--- src/rtl/m2m_pkg.sv ---
package m2m_pkg;
  localparam logic [3:0] OP_ADD  = 4'd1;
  localparam logic [3:0] OP_SUB  = 4'd2;
  localparam logic [3:0] OP_MUL  = 4'd3;
  localparam logic [3:0] OP_DIV  = 4'd4;
  localparam logic [3:0] OP_BZ   = 4'd5;
  localparam logic [3:0] OP_DEC  = 4'd6;
  localparam logic [3:0] OP_JMP  = 4'd7;
  localparam logic [3:0] OP_TRAP = 4'd8;
  localparam logic [3:0] OP_RTE  = 4'd9;

  typedef enum logic [2:0] {
    ST_FETCH, ST_LOAD, ST_DECODE, ST_OPADDR, ST_OPLATCH, ST_EXEC
  } core_st_t;
endpackage

--- src/rtl/m2m_alu.sv ---
module m2m_alu #(
  parameter int W = 8
) (
  input  logic [3:0]   op,
  input  logic [W-1:0] a,
  input  logic [W-1:0] b,
  output logic [W-1:0] res
);
  import m2m_pkg::*;
  logic [2*W-1:0] prod;
  assign prod = a * b;

  always_comb begin
    case (op)
      OP_ADD:  res = a + b;
      OP_SUB:  res = a - b;
      OP_MUL:  res = prod[W-1:0];
      OP_DIV:  res = (b == '0) ? '0 : a / b;
      OP_DEC:  res = a - W'(1);
      default: res = '0;
    endcase
  end
endmodule

--- src/rtl/m2m_guard.sv ---
module m2m_guard #(
  parameter int AW    = 8,
  parameter int LIMIT = 100
) (
  input  logic          en,
  input  logic          user,
  input  logic [AW-1:0] addr,
  output logic          viol
);
  assign viol = en && user && (addr < AW'(LIMIT));
endmodule

--- src/rtl/m2m_core.sv ---
module m2m_core #(
  parameter int AW        = 8,
  parameter int LIMIT     = 100,
  parameter int V_MEM     = 60,
  parameter int V_MODE    = 64,
  parameter int V_TRAP    = 68,
  parameter int V_IRQ     = 72,
  parameter int MODE_CELL = 255,
  parameter int RESET_PC  = 0
) (
  input  logic          clk,
  input  logic          rst,
  output logic [AW-1:0] mem_addr,
  output logic          mem_re,
  output logic          mem_we,
  output logic [AW-1:0] mem_wdata,
  input  logic [AW-1:0] mem_rdata,
  input  logic          irq,
  output logic          irq_ack,
  output logic [AW-1:0] pc_o,
  output logic [AW-1:0] epc_o,
  output logic          user_mode,
  output logic [AW-1:0] trap_num
);
  import m2m_pkg::*;
  localparam logic [AW-1:0] STEP    = AW'(4);
  localparam logic [AW-1:0] MCELL   = AW'(MODE_CELL);

  core_st_t      st;
  logic [2:0]    cnt;
  logic [1:0]    step;
  logic [AW-1:0] pc, epc, ir_op, ir_a, ir_b, ir_d, ea, eb, va, vb;
  logic          user;

  logic [3:0]    op;
  logic          ind_a, ind_b, is_arith, writes, viol, chk_en;
  logic [AW-1:0] chk_addr, cur_addr, alu_res;

  assign op       = ir_op[3:0];
  assign ind_a    = ir_op[7];
  assign ind_b    = ir_op[6];
  assign is_arith = (op >= OP_ADD) && (op <= OP_DIV);
  assign writes   = is_arith || (op == OP_DEC);
  assign cur_addr = step[1] ? eb : ea;

  always_comb begin
    chk_addr = pc;
    chk_en   = 1'b0;
    case (st)
      ST_FETCH:  begin chk_addr = pc;       chk_en = 1'b1;   end
      ST_OPADDR: begin chk_addr = cur_addr; chk_en = 1'b1;   end
      ST_EXEC:   begin chk_addr = ir_d;     chk_en = writes; end
      default:   ;
    endcase
  end

  m2m_guard #(.AW(AW), .LIMIT(LIMIT)) u_guard (
    .en(chk_en), .user(user), .addr(chk_addr), .viol(viol)
  );

  m2m_alu #(.W(AW)) u_alu (
    .op(op), .a(va), .b(vb), .res(alu_res)
  );

  always_comb begin
    mem_addr = pc;
    mem_re   = 1'b0;
    mem_we   = 1'b0;
    case (st)
      ST_FETCH:  begin mem_addr = pc; mem_re = !irq && !viol; end
      ST_LOAD:   begin mem_addr = pc + AW'(cnt); mem_re = (cnt < 3'd4); end
      ST_OPADDR: begin mem_addr = cur_addr; mem_re = !viol; end
      ST_EXEC:   begin
        mem_addr = ir_d;
        mem_we   = writes && !viol && (ir_d != MCELL);
      end
      default: ;
    endcase
  end
  assign mem_wdata = alu_res;

  always_ff @(posedge clk) begin
    if (rst) begin
      st <= ST_FETCH; cnt <= '0; step <= '0;
      pc <= AW'(RESET_PC); epc <= '0; user <= 1'b0;
      ir_op <= '0; ir_a <= '0; ir_b <= '0; ir_d <= '0;
      ea <= '0; eb <= '0; va <= '0; vb <= '0;
      trap_num <= '0; irq_ack <= 1'b0;
    end else begin
      irq_ack <= 1'b0;
      case (st)
        ST_FETCH: begin
          if (irq) begin
            epc <= pc; pc <= AW'(V_IRQ); user <= 1'b0; irq_ack <= 1'b1;
          end else if (viol) begin
            epc <= pc; pc <= AW'(V_MEM); user <= 1'b0;
          end else begin
            cnt <= 3'd1; st <= ST_LOAD;
          end
        end
        ST_LOAD: begin
          case (cnt)
            3'd1:    ir_op <= mem_rdata;
            3'd2:    ir_a  <= mem_rdata;
            3'd3:    ir_b  <= mem_rdata;
            default: ir_d  <= mem_rdata;
          endcase
          cnt <= cnt + 3'd1;
          if (cnt == 3'd4) st <= ST_DECODE;
        end
        ST_DECODE: begin
          st <= ST_FETCH;
          case (op)
            OP_TRAP: begin
              epc <= pc + STEP; pc <= AW'(V_TRAP); user <= 1'b0; trap_num <= ir_a;
            end
            OP_RTE: begin
              if (user) begin
                epc <= pc; pc <= AW'(V_MODE); user <= 1'b0;
              end else begin
                pc <= epc; user <= 1'b1;
              end
            end
            OP_JMP: pc <= ir_d;
            OP_ADD, OP_SUB, OP_MUL, OP_DIV, OP_DEC, OP_BZ: begin
              if (writes && user && ir_d == MCELL) begin
                epc <= pc; pc <= AW'(V_MODE); user <= 1'b0;
              end else begin
                ea <= ir_a; eb <= ir_b;
                step <= ind_a ? 2'd0 : 2'd1;
                st <= ST_OPADDR;
              end
            end
            default: pc <= pc + STEP;
          endcase
        end
        ST_OPADDR: begin
          if (viol) begin
            epc <= pc; pc <= AW'(V_MEM); user <= 1'b0; st <= ST_FETCH;
          end else begin
            st <= ST_OPLATCH;
          end
        end
        ST_OPLATCH: begin
          st <= ST_OPADDR;
          case (step)
            2'd0: begin ea <= mem_rdata; step <= 2'd1; end
            2'd1: begin
              va <= mem_rdata;
              if (is_arith) step <= ind_b ? 2'd2 : 2'd3;
              else          st   <= ST_EXEC;
            end
            2'd2: begin eb <= mem_rdata; step <= 2'd3; end
            default: begin vb <= mem_rdata; st <= ST_EXEC; end
          endcase
        end
        ST_EXEC: begin
          st <= ST_FETCH;
          if (op == OP_BZ) begin
            pc <= (va == '0) ? ir_d : pc + STEP;
          end else if (viol) begin
            epc <= pc; pc <= AW'(V_MEM); user <= 1'b0;
          end else begin
            if (ir_d == MCELL) user <= alu_res[0];
            pc <= pc + STEP;
          end
        end
        default: st <= ST_FETCH;
      endcase
    end
  end

  assign pc_o      = pc;
  assign epc_o     = epc;
  assign user_mode = user;
endmodule

--- config.mk ---
export PLATFORM = sky130hd
export DESIGN_NAME = m2m_core
export DESIGN_NICKNAME = d
export VERILOG_FILES = /design/src/rtl/m2m_pkg.sv /design/src/rtl/m2m_alu.sv /design/src/rtl/m2m_guard.sv /design/src/rtl/m2m_core.sv
export SDC_FILE = /design/constraint.sdc
export NUM_CORES = 1
export LEC_CHECK = 0
export CORE_ASPECT_RATIO = 0.5
export CORE_UTILIZATION = 35
export DETAILED_ROUTE_END_ITERATION = 12
export DONT_BUFFER_PORTS = 1
export PLACE_DENSITY_LB_ADDON = 0.2
export SLEW_MARGIN = 30
export SYNTH_ARGS = -nofsm -noshare
export SYNTH_HDL_FRONTEND = slang
export SYNTH_HIERARCHICAL = 1
export SYNTH_SLANG_ARGS = --single-unit
--- constraint.sdc ---
create_clock -name clk -period 24 [get_ports clk]
set_clock_uncertainty 0.1 [all_clocks]
set_input_delay 1.2 -clock clk [delete_from_list [all_inputs] [get_ports clk]]
set_output_delay 1.2 -clock clk [all_outputs]
set_load 0.02 [all_outputs]
==> flow_summary.ini <==
[die]
core_area_um2 = 23130
start_util_pct = 36.20
fp-row-count = 39
die_h_um = 111.4
pin_count = 55
die_x_um = 220.7
die-area_um2 = 24580

[pwr]
leakagePower_nw = 3.491
design_power_total_mw = 0.4563
ir_drop_v = 0.00002945
power.density_nw_per_um2 = 51.40

[timing]
setup_viol = 0
fin_hold_ws_ns = 0.3523
slew_headroom_pct = 36.93
min_period_ns = 13.66
finalMaxSlewViolations = 0
hold_viol_final = 0
worst_pin_slew_ns = 0.9417
fmax_ghz = 0.07322
post-route-period-util_pct = 56.91
rsz0062_at_grt = false
fin_tns_setup_ns = 0

[clock_tree]
cts.clk_slew.worst_paths_ns = 0.07
post-cts-setup-buffers = 0
clk_latency_ns = 0.36
tritoncts = built
cts_max_path_buffers = 2
clock-sinks = 96
cts_hold_buf = 0
h-tree-depth = 3
cts_buffers = 9
cts_root_buf = clkbuf_16
cts_resized = 0

[cells_and_area]
drive_gt1_share_pct = 4.545
nets = 1177
seqCellArea_um2 = 1922
final_common_cell = nand2_1
stdcell_count = 1385
final_cell_mix = nand2_1, nor2_1, a21oi_1
n_antenna_cell = 0
num-fill-cells = 2422
area_growth_pct = 6.037
multiInputGateArea_um2 = 5978

[global_routing]
antenna_found_initial = 0
overflow = 0
grt_pass1_vias = 7560
grt_max_degree = 95
grt_usage_pct = 22.32
grt_first_pass_wirelength_mm = 42.84

[logic_synthesis]
synth_cells = 1116
yosys_warnings = 6
syn_nets = 1220
syn_area_um2 = 8373
synth.avg_cell_area_um2 = 7.503

[drt]
firstDrtPassIters = 9
wl_mm = 27.09
vias = 7937
viasPerCell = 5.731
wire_per_inst_um = 19.56
ant_nets = 0
drc_errors = 1
drt_iter0_markers = 817

[min_path]
hold_path_class = register to register
min_path_cells = 2

[worst_setup_path]
cpPeakStageDelay_ns = 0.79
reg2reg_depth = 48
crit_path_start_kind = register
cp_max_fo = 16
cpMaxStageDelayCell = nor4_2
crit_arrival_ns = 12.36
path_class = register to primary output
cp-end-kind = primary output
cpMostUsedCell = ha_1
cp.required_ns = 22.70

[status]
violations = design-rule violations
status = finished with violations

[placed_design]
io_buffer_count = 0
place_hpwl_mm = 19.78
gp_congestion = 0.8800
placedCellCount = 1369

[flow_run]
maxCapViolCount = 0
## where the power goes
| group | internal, mW | switching [mW] |
|---|---|---|
| Sequential | 0.169 | 0.0266 |
| Combinational | 0.0393 | 0.0693 |
| Clock | 0.0828 | 0.0689 |
| Total | 0.291 | 0.165 |
## layer usage
layer	share of wire (%)	GRT usage, %	vias up
li1	-	-	3888
met2	43	33.67	256
met3	6.9	4.235	27
met1	49	32.63	3766
met5	0	0	-
met4	1.4	4.886	0
## registers in the layout, indices dropped and copies added, names as in the netlist, 6 cells and up
signal / flops
ir_a: 8
ir_op: 6
ea: 8
eb: 8
pc_o: 8
trap_num: 8
va: 8
vb: 8
ir_d: 8
epc_o: 8
ir_b: 8
## area by class of cell
cell class	instances	share of cell area [%]
tap	307	4.326
inverter	63	2.663
clock inverter	6	0.8596
clock buffer	10	2.579
multi-input combinational	896	67.33
sequential	96	21.65
timing repair buffer	7	0.5919
## per-stage QoR
step                worst slack [ns]  cell area (um2)  util [%]
global placement               10.79             8557     37.00
CTS                            10.22             8875     38.37
floorplan                      12.72             8373         -
global route                   9.454             8879     38.39
finish                         10.34             8879     38.39
detailed placement             10.64             8569     37.05
## path summary, 6_finish.rpt
| path | to | from | slack (ns) |
|---|---|---|---|
| min reg2reg | ir_b[2] | ir_b[2] | 0.35 |
| max | mem_wdata[0] | vb[6] | 10.34 |
| max reg2reg | user_mode | vb[6] | 11.24 |
| min | ir_b[2] | ir_b[2] | 0.35 |
## critical path: cells and delay by family (launching register included)
family                     cells  cell delay [ns]
AOI/OAI and AO/OA             21             6.23
adders and majority gates      7             2.20
and+or+nand+nor                8             2.01
muxes                          3             0.88
DFF                            1             0.39
buffers and inverters          4             0.28
(Power assumes the default switching activity.)
